==> src/rtl/clkmon_pkg.sv <==
package clkmon_pkg;
  // Alarm state of the detector
  typedef enum logic {
    ALM_IDLE  = 1'b0,
    ALM_FIRED = 1'b1
  } alarm_state_t;

  // Counter width that can hold the reload value
  function automatic int cnt_width(input int limit);
    return (limit < 2) ? 1 : $clog2(limit + 1);
  endfunction
endpackage

==> src/rtl/clkmon_level_sync.sv <==
module clkmon_level_sync #(
  parameter int STAGES = 2
) (
  input  logic ref_clk,
  input  logic ref_rst_n,
  input  logic mon_clk,
  output logic edge_seen
);
  logic [STAGES-1:0] chain;
  logic              last_lvl;

  // Synchronizer stages, one flop per stage
  genvar g;
  generate
    for (g = 0; g < STAGES; g++) begin : g_stage
      if (g == 0) begin : g_first
        always_ff @(posedge ref_clk or negedge ref_rst_n) begin
          if (!ref_rst_n) chain[0] <= 1'b0;
          else            chain[0] <= mon_clk;
        end
      end else begin : g_next
        always_ff @(posedge ref_clk or negedge ref_rst_n) begin
          if (!ref_rst_n) chain[g] <= 1'b0;
          else            chain[g] <= chain[g-1];
        end
      end
    end
  endgenerate

  always_ff @(posedge ref_clk or negedge ref_rst_n) begin
    if (!ref_rst_n) last_lvl <= 1'b0;
    else            last_lvl <= chain[STAGES-1];
  end

  // Any level change of the synchronized clock is an edge
  assign edge_seen = chain[STAGES-1] ^ last_lvl;
endmodule

==> src/rtl/clkmon_timeout.sv <==
module clkmon_timeout #(
  parameter int TIMEOUT_CYC = 1000,
  parameter int CW          = clkmon_pkg::cnt_width(TIMEOUT_CYC)
) (
  input  logic ref_clk,
  input  logic ref_rst_n,
  input  logic enable,
  input  logic edge_seen,
  output logic expired
);
  localparam logic [CW-1:0] RELOAD = CW'(TIMEOUT_CYC);

  logic [CW-1:0] cnt;

  always_ff @(posedge ref_clk or negedge ref_rst_n) begin
    if (!ref_rst_n)                cnt <= RELOAD;
    else if (!enable || edge_seen) cnt <= RELOAD;
    else if (cnt != '0)            cnt <= cnt - CW'(1);
  end

  assign expired = enable && (cnt == '0);


  cnt_bound_chk: assert property (@(posedge ref_clk) disable iff (!ref_rst_n)
    cnt <= RELOAD);


  expire_no_edge_chk: assert property (@(posedge ref_clk) disable iff (!ref_rst_n)
    (enable && $rose(expired)) |-> !$past(edge_seen));
endmodule

==> src/rtl/clkmon_alarm.sv <==
module clkmon_alarm
  import clkmon_pkg::*;
(
  input  logic ref_clk,
  input  logic ref_rst_n,
  input  logic enable,
  input  logic edge_seen,
  input  logic expired,
  output logic rst_req,
  output logic cause_pulse
);
  alarm_state_t state, state_nx;

  always_comb begin
    state_nx = state;
    case (state)
      ALM_IDLE:  if (enable && expired && !edge_seen) state_nx = ALM_FIRED;
      ALM_FIRED: if (!enable || edge_seen)             state_nx = ALM_IDLE;
      default:   state_nx = ALM_IDLE;
    endcase
  end

  always_ff @(posedge ref_clk or negedge ref_rst_n) begin
    if (!ref_rst_n) begin
      state       <= ALM_IDLE;
      cause_pulse <= 1'b0;
    end else begin
      state       <= state_nx;
      cause_pulse <= (state == ALM_IDLE) && (state_nx == ALM_FIRED);
    end
  end

  assign rst_req = (state == ALM_FIRED);


  pulse_with_req_chk: assert property (@(posedge ref_clk) disable iff (!ref_rst_n)
    cause_pulse |-> rst_req);


  pulse_single_chk: assert property (@(posedge ref_clk) disable iff (!ref_rst_n)
    cause_pulse |=> !cause_pulse);


  disabled_quiet_chk: assert property (@(posedge ref_clk) disable iff (!ref_rst_n)
    !enable |=> !rst_req);


  edge_release_chk: assert property (@(posedge ref_clk) disable iff (!ref_rst_n)
    (rst_req && edge_seen) |=> !rst_req);


  req_hold_chk: assert property (@(posedge ref_clk) disable iff (!ref_rst_n)
    (rst_req && enable && !edge_seen) |=> (rst_req && !cause_pulse));
endmodule

==> src/rtl/clk_loss_detector.sv <==
module clk_loss_detector #(
  parameter int TIMEOUT_CYC = 1000,
  parameter int SYNC_STAGES = 2
) (
  input  logic ref_clk,
  input  logic ref_rst_n,
  input  logic enable,
  input  logic mon_clk,
  output logic rst_req,
  output logic cause_pulse
);
  localparam int CW = clkmon_pkg::cnt_width(TIMEOUT_CYC);

  logic edge_seen;
  logic expired;

  clkmon_level_sync #(.STAGES(SYNC_STAGES)) u_sync (
    .ref_clk   (ref_clk),
    .ref_rst_n (ref_rst_n),
    .mon_clk   (mon_clk),
    .edge_seen (edge_seen)
  );

  clkmon_timeout #(.TIMEOUT_CYC(TIMEOUT_CYC), .CW(CW)) u_timer (
    .ref_clk   (ref_clk),
    .ref_rst_n (ref_rst_n),
    .enable    (enable),
    .edge_seen (edge_seen),
    .expired   (expired)
  );

  clkmon_alarm u_alarm (
    .ref_clk     (ref_clk),
    .ref_rst_n   (ref_rst_n),
    .enable      (enable),
    .edge_seen   (edge_seen),
    .expired     (expired),
    .rst_req     (rst_req),
    .cause_pulse (cause_pulse)
  );
endmodule

==> config.mk <==
export PLATFORM = sky130hd
export DESIGN_NAME = clk_loss_detector
export DESIGN_NICKNAME = d
export VERILOG_FILES = /design/src/rtl/clkmon_pkg.sv /design/src/rtl/clkmon_level_sync.sv /design/src/rtl/clkmon_timeout.sv /design/src/rtl/clkmon_alarm.sv /design/src/rtl/clk_loss_detector.sv
export SDC_FILE = /design/constraint.sdc
export NUM_CORES = 1
export LEC_CHECK = 0
export BUFFER_PORTS_ARGS = -buffer_cell sky130_fd_sc_hd__buf_2
export CORE_MARGIN = 8
export CORE_UTILIZATION = 46
export CTS_BUF_LIST = sky130_fd_sc_hd__clkbuf_8 sky130_fd_sc_hd__clkbuf_16
export DETAILED_ROUTE_END_ITERATION = 12
export PLACE_DENSITY = 0.66
export SYNTH_ARGS = -nofsm -noshare
export SYNTH_HDL_FRONTEND = slang
export SYNTH_SLANG_ARGS = --single-unit
==> constraint.sdc <==
create_clock -name ref_clk -period 2 [get_ports ref_clk]
set_input_delay 0.4 -clock ref_clk [delete_from_list [all_inputs] [get_ports ref_clk]]
set_output_delay 0.4 -clock ref_clk [all_outputs]
set_load 0.005 [all_outputs]
== Yosys cells after proc, flatten, opt, wreduce, memory -nomap -nowiden ==
Index checks and enable logic that the tools add are counted.
W data, S select, Z words.

* Bits in registers: 15
* Input port bits: 4
* Output and inout port bits: 2
* Word-level logic and storage cells: 24

* Add/subtract/negate cells: 1
* Mux-type cells: 5
* Bitwise logic cells: 2
* Reductions and logical operators: 10

{| class="wikitable"
|+ Operator list
! operator !! number
|-
| $mux W10 || 2
|-
| $logic_not A10 Y1 || 1
|-
| $reduce_bool A10 Y1 || 1
|-
| $sub A10 B1 Y10 const B || 1
|-
| $logic_and A1 B1 Y1 || 4
|-
| $logic_not A1 Y1 || 2
|-
| $mux W1 || 2
|-
| $pmux W1 S2 || 1
|-
| $reduce_bool A2 Y1 || 1
|-
| $logic_or A1 B1 Y1 || 1
|-
| $not A1 Y1 || 1
|-
| $xor A1 B1 Y1 || 1
|}

== Logic depth before layout (Yosys ltp) ==
Gate-level depths: netlist of the first run.

* Depth in word-level cells: 7
* Depth in mapped cells: 6

== Modules after synthesis ==
From an unflattened synthesis of the first run, not the netlist that was laid out.

* Cells, all modules: 68
* Area, all modules: 733.2 sq um

{| class="wikitable"
|+ Modules (own cells, without submodules)
! module !! times used !! cells each !! area an instance (sq um)
|-
| clkmon_timeout || 1 || 59 || 575.6
|-
| clkmon_level_sync || 1 || 4 || 83.8
|-
| clkmon_alarm || 1 || 5 || 73.8
|}

== Worst setup path after synthesis of the first run ==
OpenSTA, ideal clock, no wires.

* Path kind: register to register
* Start point: register u_timer.cnt[0]
* End point: register u_timer.cnt[6]
* Library setup time: 0.081 ns
* Arrival time: 1.656 ns
* Required time: 1.919 ns
* Setup slack: 0.262 ns
* Cell stages (with the launch flop): 7
* Buffers on the path: 1
* Clock period less this slack: 1.738 ns
* Cells stage by stage: dfrtp_1 > inv_1 > ha_1 > or3b_1 > buf_6 > or4_1 > o211ai_1

* Longest elaborated chain between the ends: 3

{| class="wikitable"
|+ Ends and longest elaborated chain
! element !! line !! text
|-
| from (decl) || clkmon_timeout.sv:13 || <nowiki>logic [CW-1:0] cnt;</nowiki>
|-
| from (signal assigned) || clkmon_timeout.sv:18 || <nowiki>else if (cnt != '0) cnt <= cnt - CW'(1);</nowiki>
|-
| $sub A10 B1 Y10 || clkmon_timeout.sv:18 ||
|-
| $mux W10 || clkmon_timeout.sv:18 ||
|-
| $mux W10 || clkmon_timeout.sv:17 || <nowiki>else if (!enable || edge_seen) cnt <= RELOAD;</nowiki>
|}

Parallel ways exist; a longest one is shown, timed or not. The select of a mux whose other input is x is not followed.
A chain may end at the register's enable or synchronous reset.

== Final worst setup path of the first run ==
Same ends and word-level chain as after synthesis.

==> results of run 1 <==
power by group through the flow:
stage	Sequential, W	Clock (W)	Combinational, W
final	0.000334	0.000244	0.0000729
after global routing	0.000336	0.000261	0.0000816
after CTS	0.000334	0.000247	0.0000730
after detailed placement	0.000339	0	0.0000718
after global placement	0.000339	0	0.0000717
after floorplan	0.000335	0	0.0000523
metal layers:
| metal | track usage | vias up |
|---|---|---|
| met4 | 0.05155 | 0 |
| li1 | - | 294 |
| met1 | 0.1240 | 265 |
| met2 | 0.1347 | 15 |
| met5 | 0 | - |
| met3 | 0.02968 | 2 |
final cells by class:
type / count / area, µm²
fillers: 126 / 663.1
flip-flops and latches: 15 / 382.9
multi-input cells: 48 / 327.8
repair buffers: 8 / 47.55
clock buffers: 3 / 41.29
well taps: 16 / 20.02
inverters: 5 / 18.77
clock inverters: 1 / 5.005
stage by stage:
step,setup WS [ns],instances,hold WS (ns),instance area [µm²],utilization
2_1_floorplan,0.2623,70,0.1044,744.5,-
3_3_place_gp,0.2705,92,0.3163,797.0,0.5291
3_5_place_dp,0.2176,92,0.3165,797.0,0.5291
4_1_cts,0.2159,96,0.04700,843.3,0.5598
5_1_grt,0.05379,96,0.06433,843.3,0.5598
6_report,0.2183,96,0.03666,843.3,0.5598
sequential cells by signal, indices dropped and copies added (netlist names):
register             count
u_sync.last_lvl          1
u_alarm.cause_pulse      1
u_sync.chain             2
u_timer.cnt             10
u_alarm.rst_req          1
how the worst max path moves through the flow:
stage	start	to	cells after the start
5_1_grt	u_timer.cnt[0]$_DFFE_PN0P_	u_timer.cnt[6]$_DFFE_PN1P_	5
2_1_floorplan	u_timer.cnt[0]$_DFFE_PN0P_	u_timer.cnt[6]$_DFFE_PN1P_	6
3_5_place_dp	u_timer.cnt[0]$_DFFE_PN0P_	u_timer.cnt[6]$_DFFE_PN1P_	5
6_report	u_timer.cnt[0]$_DFFE_PN0P_	u_timer.cnt[6]$_DFFE_PN1P_	5
4_1_cts	u_timer.cnt[0]$_DFFE_PN0P_	u_timer.cnt[6]$_DFFE_PN1P_	5
3_3_place_gp	u_timer.cnt[0]$_DFFE_PN0P_	u_timer.cnt[6]$_DFFE_PN1P_	5
logic make-up after synthesis:
| family | share of synthesized area |
|---|---|
| buf+inv | 0.04537 |
| xor+xnor | 0.01177 |
| compound gates | 0.1815 |
| flops | 0.5143 |
| simple gates | 0.2033 |
| fa+ha+maj | 0.01680 |
| mux | 0.02689 |
cells in the mapped netlist, drive strengths merged, types with 2 or more instances:
| cell type | n | area, µm² |
|---|---|---|
| inv | 5 | 18.77 |
| dfstp | 6 | 157.7 |
| nor4 | 2 | 12.51 |
| o31ai | 4 | 30.03 |
| or3 | 2 | 12.51 |
| nor2 | 2 | 7.510 |
| nand4 | 2 | 12.51 |
| nor3 | 6 | 30.03 |
| a21oi | 4 | 20.02 |
| nor3b | 3 | 22.52 |
| nand2b | 2 | 12.51 |
| dfrtp | 9 | 225.2 |
| or4 | 2 | 15.01 |
| mux2i | 2 | 20.02 |
| o211ai | 5 | 37.54 |
critical path: stages, from the launching register on:
cell	delay (ns)
dfrtp_1	0.41
inv_1	0.08
ha_1	0.18
or3b_1	0.44
or4_1	0.42
o211ai_1	0.18
==> flow_metrics.py, run 1 <==
metrics = {
    "finish": {
        "diodes": 0,
        "final_common_cell": "dfrtp_1",
        "drive_gt1_frac": 0.2250,
        "area_growth_pct": 13.28,
        "mostFrequentLayoutCells": "9 x dfrtp_1, 6 x nor3_1, 6 x dfstp_2",
        "nNetsFinal": 86,
    },
    "sta": {
        "period_share": 0.8909,
        "rsz0062_at_grt": "false",
        "finalHoldViolations": 0,
        "final_max_slew_viol_count": 0,
        "skew_ns": 0.006794,
        "post-route-min-period_ns": 1.782,
        "worst_pin_slew_ns": 0.5081,
        "fmax_mhz": 561.3,
        "slew_headroom": 0.6587,
        "fin_tns_setup_ns": 0,
        "setup_violations": 0,
    },
    "flow_run": {
        "drv_cap": 0,
    },
    "route": {
        "drtIter0Drc": 25,
        "dr_total_vias": 576,
        "routed_wl_um": 1355,
        "topRoutingLayerUsed": "met4",
        "drc": 0,
        "wl_per_cell_um": 14.11,
        "wl_met3_um": 63,
        "wl_met2_um": 583,
        "vias_per_cell": 6.000,
        "wl_met1_um": 685,
        "antenna_left": 0,
        "dr.pass1.iters": 5,
    },
    "synthesis": {
        "yosysUniqueCellTypes": 29,
        "synth-seq-cells": 15,
        "yosysSeqAreaShare": 0.5143,
        "ys_warn_count": 0,
        "ys_async_sr_fraction": 1.000,
        "syn-cell-area_um2": 744.5,
        "synth_flop_cell": "dfrtp_1",
        "synth_edf_count": 0,
        "syn_area_per_cell_um2": 10.64,
        "syn-instance-count": 70,
        "syn-num-nets": 75,
    },
    "hold_path": {
        "hold_path_class": "in -> async",
    },
    "worst_setup_path": {
        "cp-start-kind": "register",
        "r2r-end": "u_timer.cnt[6]$_DFFE_PN1P_",
        "r2r_slack_ns": 0.22,
        "rr_worst_depth": 5,
        "critPathRequiredTime_ns": 2.17,
        "critPathKind": "reg -> reg",
        "endpoint_kind": "register",
        "arrival_ns": 1.95,
        "rr_startpoint": "u_timer.cnt[0]$_DFFE_PN0P_",
        "crit_fanout": 6,
    },
    "power_and_ir_drop": {
        "totalPowerFinal_w": 0.0006509,
        "peakVddDrop_v": 0.0005136,
        "p_leak_nw": 0.3153,
        "powerDensity_nw_per_um2": 771.9,
        "p_sw_frac": 0.2490,
        "p_sw_w": 0.0001621,
        "power_frac_clock": 0.374,
        "seqPwrFrac": 0.514,
        "p_comb_frac": 0.112,
        "p_int_w": 0.0004888,
    },
    "clock_tree": {
        "postCtsResizedCells": 0,
        "clock-root-buffer": "clkbuf_8",
        "cts_tree": "done",
        "clock_path_buffers": 2,
        "cts_htree_levels": 1,
        "cts_setup_buffers": 0,
        "clock_sinks": 15,
        "insertion_delay_ns": 0.25,
        "clkTransAtPathRegs_ns": 0.06,
        "cts_hold_buf": 0,
        "numCtsBuffers": 3,
    },
    "global_routing": {
        "grt_pass1_wl_um": 2490,
        "grt_max_degree": 16,
        "grt_pass1_vias": 545,
        "grt-ovfl-total": 0,
        "grt_usage": 0.09543,
        "antenna_found_initial": 0,
    },
    "floorplan": {
        "io_pins": 6,
        "coreArea_um2": 1506,
        "dieArea_um2": 3162,
        "die_x_um": 56.23,
        "initial_utilization": 0.4942,
        "fp.dieH_um": 56.23,
        "rows": 14,
    },
    "placed_design": {
        "gp_congestion": 0.8026,
        "dp_hpwl_um": 1003,
        "port_buffers": 5,
    },
    "outcome": {
        "outcome": "complete, no violations",
    },
}
Note: power is estimated with default switching activity, not from simulation.
==> run 2: changes to the inputs <==
--- a/config.mk
+++ b/config.mk
@@ -13,4 +13,5 @@
 export PLACE_DENSITY = 0.66
 export SYNTH_ARGS = -nofsm -noshare
 export SYNTH_HDL_FRONTEND = slang
+export SYNTH_HIERARCHICAL = 1
 export SYNTH_SLANG_ARGS = --single-unit
==> run 2 against run 1 <==
  * Clock power is essentially flat
  * Clock-buffer cell count stayed put
  * Sequential cell count did not move
  * Worst setup slack improved by 0.024 ns
  * Maximum frequency is 1.4% higher
  * Critical endpoint is now u_alarm/rst_req$_DFF_PN0_
==> flow_metrics.py, run 2 <==
metrics = {
    "outcome": {
        "outcome": "complete, no violations",
    },
    "clock_tree": {
        "cts_setup_buffers": 0,
        "numCtsBuffers": 3,
        "cts_tree": "done",
        "clock-root-buffer": "clkbuf_8",
        "clock_path_buffers": 2,
        "postCtsResizedCells": 0,
        "clkTransAtPathRegs_ns": 0.06,
        "cts_hold_buf": 0,
        "clock_sinks": 15,
        "cts_htree_levels": 1,
        "insertion_delay_ns": 0.25,
    },
    "finish": {
        "largest-register": "u_timer/cnt",
        "nNetsFinal": 83,
        "drive_gt1_frac": 0.2857,
        "fill_cells": 127,
        "mostFrequentLayoutCells": "9 x nor2_1, 9 x dfrtp_1, 6 x dfstp_2, 5 x buf_2, 5 x nand2_1",
        "stdcell_count": 93,
        "area_growth_pct": 12.46,
        "largest_reg_flops": 10,
        "diodes": 0,
        "fin_area_um2": 824.5,
        "reg.largest.list": "u_timer/cnt (10), u_sync/chain (2)",
    },
    "synthesis": {
        "ys_async_sr_fraction": 1.000,
        "syn-num-nets": 73,
        "synth_top_area_cell": "dfrtp_1",
        "ys_warn_count": 6,
        "synth_area_leaders": "dfrtp_1 31%, dfstp_2 22%, nor2_1 4.6%",
        "synth_edf_count": 0,
        "synth_flop_cell": "dfrtp_1",
        "synth-seq-cells": 15,
        "yosysSeqAreaShare": 0.5222,
        "syn-cell-area_um2": 733.2,
        "yosysUniqueCellTypes": 29,
        "synth_top_area_frac": 0.3072,
        "syn_area_per_cell_um2": 10.78,
        "synthTopCellsByCount": "9 x dfrtp_1, 9 x nor2_1, 6 x dfstp_2",
        "syn-instance-count": 68,
    },
    "power_and_ir_drop": {
        "peakVddDrop_v": 0.0005003,
        "p_leak_nw": 0.3381,
        "totalPowerFinal_w": 0.0006440,
        "powerDensity_nw_per_um2": 781.1,
    },
    "sta": {
        "final_max_slew_viol_count": 0,
        "setup_violations": 0,
        "fin_tns_setup_ns": 0,
        "finalWorstSetupSlack_ns": 0.2426,
        "post-route-min-period_ns": 1.757,
        "skew_ns": 0.001038,
        "finalHoldViolations": 0,
        "period_share": 0.8787,
        "slew_headroom": 0.7391,
        "worst_pin_slew_ns": 0.3899,
        "rsz0062_at_grt": "false",
        "fmax_mhz": 569.0,
    },
    "worst_setup_path": {
        "critPathKind": "reg -> reg",
        "slowest_stage": "dfrtp_1",
        "crit_fanout": 9,
        "arrival_ns": 1.92,
        "critPathRequiredTime_ns": 2.16,
        "path_common_cell": "nor2_1",
        "endpoint_kind": "register",
        "cp-start-kind": "register",
        "crit_path_cell_trace": "inv_1, ha_1, nor4b_2, nand3_2, nor2_1, nor2_1, nor3b_1",
        "crit_path_max_incr_delay_ns": 0.41,
    },
    "global_routing": {
        "grt_busiest_layer": "met2",
        "grt_usage": 0.09041,
        "met3_usage": 0.03653,
        "antenna_found_initial": 0,
        "grt_max_degree": 16,
        "grt_pass1_wl_um": 2187,
        "met2_usage": 0.1202,
        "grt_pass1_vias": 504,
        "grt-ovfl-total": 0,
        "gr-usage-met1": 0.1028,
    },
    "route": {
        "wl_per_cell_um": 13.74,
        "routed_wl_um": 1278,
        "vias_per_cell": 5.645,
        "dr_total_vias": 525,
        "antenna_left": 0,
        "dr.pass1.iters": 4,
        "drtIter0Drc": 3,
        "drc": 0,
    },
    "placed_design": {
        "place_area_um2": 778.2,
        "dp.cells": 89,
        "port_buffers": 5,
        "gp_congestion": 0.7013,
        "dp_hpwl_um": 941,
        "place_ws_ns": 0.2328,
    },
    "floorplan": {
        "fp.dieH_um": 55.93,
        "die_x_um": 55.93,
        "initial_utilization": 0.4867,
        "rows": 14,
        "coreArea_um2": 1506,
        "dieArea_um2": 3128,
        "io_pins": 6,
    },
    "hold_path": {
        "hold_path_class": "in -> async",
    },
    "flow_run": {
        "drv_cap": 0,
    },
}
run 2: kinds of logic after synthesis:
group                      after synthesis  share of synthesized area
AOI/OAI and AO/OA                       11                     0.1007
xor gates and xnor gates                 4                    0.04779
adders and majority gates                1                    0.01706
buffers and inverters                    4                    0.02047
DFF                                     15                     0.5222
muxes                                    1                    0.01365
and+or+nand+nor                         32                     0.2781
run 2: final timing paths:
| path | from | end | slack, ns | cells past startpoint |
|---|---|---|---|---|
| max | u_timer/cnt[0]$_DFFE_PN0P_ | u_alarm/rst_req$_DFF_PN0_ | 0.24 | 7 |
| min | ref_rst_n | u_timer/cnt[2]$_DFFE_PN0P_ | 0.04 | 1 |
| max reg2reg | u_timer/cnt[0]$_DFFE_PN0P_ | u_alarm/rst_req$_DFF_PN0_ | 0.24 | 7 |
| min reg2reg | u_sync/chain[0]$_DFF_PN0_ | u_sync/chain[1]$_DFF_PN0_ | 0.37 | 0 |
| max in group asynchronous | ref_rst_n | u_timer/cnt[9]$_DFFE_PN1P_ | 1.67 | 1 |
| min in group ref_clk | mon_clk | u_sync/chain[0]$_DFF_PN0_ | 0.25 | 1 |
run 2: final cells by class:
| cell class | count | area (µm²) | share of cell area |
|---|---|---|---|
| clock buffers | 3 | 41.29 | 0.05008 |
| inverters | 4 | 15.01 | 0.01821 |
| flip-flops and latches | 15 | 382.9 | 0.4643 |
| repair buffers | 5 | 25.02 | 0.03035 |
| multi-input cells | 49 | 335.3 | 0.4067 |
| clock inverters | 1 | 5.005 | 0.006070 |
| well taps | 16 | 20.02 | 0.02428 |
run 2: critical path: cells and delay by family (launching register included):
kind	cells	cell delay, ns
simple gates	5	1.00
flops	1	0.41
fa+ha+maj	1	0.20
buf+inv	1	0.07
run 2: metrics by stage:
stage	utilization	hold WS [ns]
after floorplan	-	0.1044
after global placement	0.5166	0.3173
after detailed placement	0.5166	0.3209
after CTS	0.5473	0.04930
after global routing	0.5473	0.07141
final	0.5473	0.04190
run 2: report_power, final:
part / total [W] / switching, W / internal (W)
clock: 0.000242 / 0.000104 / 0.000138
combinational: 0.0000664 / 0.0000355 / 0.0000309
sequential: 0.000335 / 0.0000158 / 0.000319
run 2: per-layer routing:
metal | routed length, µm | share of wire
met1 | 601 | 0.47
met2 | 541 | 0.42
met3 | 76 | 0.059
met4 | 59 | 0.046
met5 | 0 | 0
==> run 3: changes to the inputs <==
--- a/config.mk
+++ b/config.mk
@@ -5,10 +5,12 @@
 export SDC_FILE = /design/constraint.sdc
 export NUM_CORES = 1
 export LEC_CHECK = 0
+export ABC_AREA = 1
 export BUFFER_PORTS_ARGS = -buffer_cell sky130_fd_sc_hd__buf_2
-export CORE_MARGIN = 8
+export CORE_MARGIN = 4
 export CORE_UTILIZATION = 46
 export CTS_BUF_LIST = sky130_fd_sc_hd__clkbuf_8 sky130_fd_sc_hd__clkbuf_16
+export CTS_CLUSTER_SIZE = 14
 export DETAILED_ROUTE_END_ITERATION = 12
 export PLACE_DENSITY = 0.66
 export SYNTH_ARGS = -nofsm -noshare
==> run 3 against run 2 <==
  * Global-route usage is 5.1 points higher
  * Worst hold slack worse by 0.0037 ns
  * Highest routed layer unchanged
  * Via count is 20% higher
  * Cell count is 34% higher
  * Clock power hardly changed
  * Critical path type unchanged
==> flow_metrics.py, run 3 <==
metrics = {
    "power_and_ir_drop": {
        "seqPwrFrac": 0.507,
        "p_sw_w": 0.0001683,
        "peakVddDrop_v": 0.0005118,
        "p_sw_frac": 0.2594,
        "p_comb_frac": 0.115,
        "power_frac_clock": 0.378,
        "p_int_w": 0.0004806,
        "p_leak_nw": 0.4804,
        "powerDensity_nw_per_um2": 731.5,
    },
    "hold_path": {
        "hold_path_class": "in -> async",
    },
    "floorplan": {
        "die_x_um": 49.59,
        "fp.dieH_um": 49.59,
        "rows": 14,
        "coreArea_um2": 1577,
        "initial_utilization": 0.5048,
        "dieArea_um2": 2459,
        "io_pins": 6,
    },
    "global_routing": {
        "grt-ovfl-total": 0,
        "grt_max_degree": 16,
        "antenna_found_initial": 0,
        "grt_pass1_vias": 625,
        "grt_usage": 0.1418,
        "grt_pass1_wl_um": 2615,
    },
    "sta": {
        "fmax_mhz": 643.1,
        "fin_tns_setup_ns": 0,
        "final_max_slew_viol_count": 0,
        "slew_headroom": 0.7031,
        "period_share": 0.7775,
        "finalHoldViolations": 0,
        "skew_ns": 0.006969,
        "worst_pin_slew_ns": 0.4449,
        "post-route-min-period_ns": 1.555,
        "rsz0062_at_grt": "false",
        "setup_violations": 0,
    },
    "clock_tree": {
        "clkTransAtPathRegs_ns": 0.06,
        "postCtsResizedCells": 0,
        "clock_sinks": 15,
        "cts_htree_levels": 1,
        "numCtsBuffers": 3,
        "insertion_delay_ns": 0.25,
        "cts_tree": "done",
        "clock-root-buffer": "clkbuf_8",
        "clock_path_buffers": 2,
        "cts_setup_buffers": 0,
        "cts_hold_buf": 0,
    },
    "finish": {
        "area_growth_pct": 11.48,
        "largest_reg_flops": 10,
        "mostFrequentLayoutCells": "20 x inv_1, 19 x nand2_1, 14 x nor2_1, 11 x nand3_1, 9 x dfrtp_1",
        "diodes": 0,
        "nNetsFinal": 115,
        "largest-register": "u_timer/cnt",
        "reg.largest.list": "u_timer/cnt (10), u_sync/chain (2)",
        "final_common_cell": "inv_1",
        "fin_area_um2": 887.1,
        "drive_gt1_frac": 0.2202,
    },
    "synthesis": {
        "synth_area_leaders": "dfrtp_1 28%, dfstp_2 20%, inv_1 9.4%",
        "yosysUniqueCellTypes": 19,
        "yosysSeqAreaShare": 0.4811,
        "ys_warn_count": 6,
        "syn-instance-count": 100,
        "ys_async_sr_fraction": 1.000,
        "syn-num-nets": 105,
        "synth_edf_count": 0,
        "synthTopCellsByCount": "20 x inv_1, 19 x nand2_1, 14 x nor2_1",
        "synth_flop_cell": "dfrtp_1",
        "syn_area_per_cell_um2": 7.958,
        "syn-cell-area_um2": 795.8,
        "synthMostInstantiatedCell": "inv_1",
        "synth_top_area_cell": "dfrtp_1",
        "synth-seq-cells": 15,
        "synth_top_area_frac": 0.2830,
    },
    "route": {
        "wl_per_cell_um": 11.39,
        "dr_total_vias": 631,
        "vias_per_cell": 5.048,
        "antenna_left": 0,
        "dr.pass1.iters": 4,
        "drc": 0,
        "routed_wl_um": 1424,
        "drtIter0Drc": 14,
    },
    "placed_design": {
        "gp_congestion": 0.8215,
        "port_buffers": 5,
        "dp_hpwl_um": 1061,
        "place_area_um2": 840.8,
    },
    "worst_setup_path": {
        "crit_fanout": 7,
        "critPathKind": "reg -> reg",
        "crit_path_max_incr_delay_ns": 0.38,
        "path_common_cell": "nor2_1",
        "slowest_stage": "dfrtp_1",
        "arrival_ns": 1.74,
        "critPathRequiredTime_ns": 2.18,
        "cp-start-kind": "register",
        "crit_path_cell_trace": "inv_1, ha_1, nand2_4, nor2_8, nand2_2, nor2_1, nor2_1, nor2_1",
        "endpoint_kind": "register",
    },
    "flow_run": {
        "drv_cap": 0,
    },
    "outcome": {
        "outcome": "complete, no violations",
    },
}
[run 3: cell count changes in the layout (fill, tap and decap cells not counted), sizes merged, moves of 2 or more]
cell	delta
nand3	+11
nand4	+5
a211oi	-2
or4	-2
xnor2	-2
inv	+16
a21oi	-2
nor3	-2
nand2b	-2
nor2	+9
nor4	-2
nand2	+17
xor2	-2
nand3b	-2
[run 3: worst max-delay path, delay by kind of cell (launching register included)]
kind	cells	cell delay [ns]
adder cells (fa/ha/maj)	1	0.31
buffers and inverters	1	0.15
flip-flops	1	0.38
AND/OR/NAND/NOR	6	0.66
[run 3: worst paths after layout]
kind	start	endpoint	slack, ns	cells past startpoint
max	u_timer/cnt[0]$_DFFE_PN0P_	u_alarm/rst_req$_DFF_PN0_	0.45	8
min	ref_rst_n	u_alarm/rst_req$_DFF_PN0_	0.04	1
max in group asynchronous	ref_rst_n	u_timer/cnt[3]$_DFFE_PN1P_	1.66	1
min reg2reg	u_sync/chain[0]$_DFF_PN0_	u_sync/chain[1]$_DFF_PN0_	0.36	0
min in group ref_clk	mon_clk	u_sync/chain[0]$_DFF_PN0_	0.26	1
max reg2reg	u_timer/cnt[0]$_DFFE_PN0P_	u_alarm/rst_req$_DFF_PN0_	0.45	8
[run 3: power groups by stage]
stage                     Sequential [W]  Clock, W  Combinational [W]
after floorplan                 0.000332         0          0.0000552
after global placement          0.000333         0          0.0000726
after detailed placement        0.000334         0          0.0000744
after CTS                       0.000329  0.000256          0.0000745
after global routing            0.000331  0.000267          0.0000850
final                           0.000329  0.000245          0.0000744
[run 3: cell families after synthesis]
group,Yosys count,synth area share
AND/OR/NAND/NOR,59,0.3774
adder cells (fa/ha/maj),1,0.01572
AO/OA/AOI/OAI,5,0.03144
flip-flops,15,0.4811
buffers and inverters,20,0.09434
[run 3: area by class of cell]
| cell class | count | area, µm² |
|---|---|---|
| tap | 16 | 20.02 |
| clock inverter | 1 | 5.005 |
| sequential | 15 | 382.9 |
| fill | 136 | 689.4 |
| timing repair buffer | 5 | 25.02 |
| multi-input combinational | 65 | 337.8 |
| clock buffer | 3 | 41.29 |
| inverter | 20 | 75.07 |
[run 3: layer usage]
metal  part of all wire  GRT usage
met2               0.44     0.2181
met5                  0          0
met1               0.48     0.1667
met4              0.021    0.07834
met3              0.056    0.05723
[run 3: stage by stage]
step / std cells / util / hold slack (ns) / setup WS [ns] / total power, W
floorplan: 100 / - / 0.1044 / 0.6166 / 0.0003870
global placement: 121 / 0.5333 / 0.3133 / 0.5244 / 0.0004061
detailed placement: 121 / 0.5333 / 0.3158 / 0.4648 / 0.0004084
CTS: 125 / 0.5627 / 0.04513 / 0.4487 / 0.0006591
global route: 125 / 0.5627 / 0.05342 / 0.2596 / 0.0006824
finish: 125 / 0.5627 / 0.03822 / 0.4451 / 0.0006489
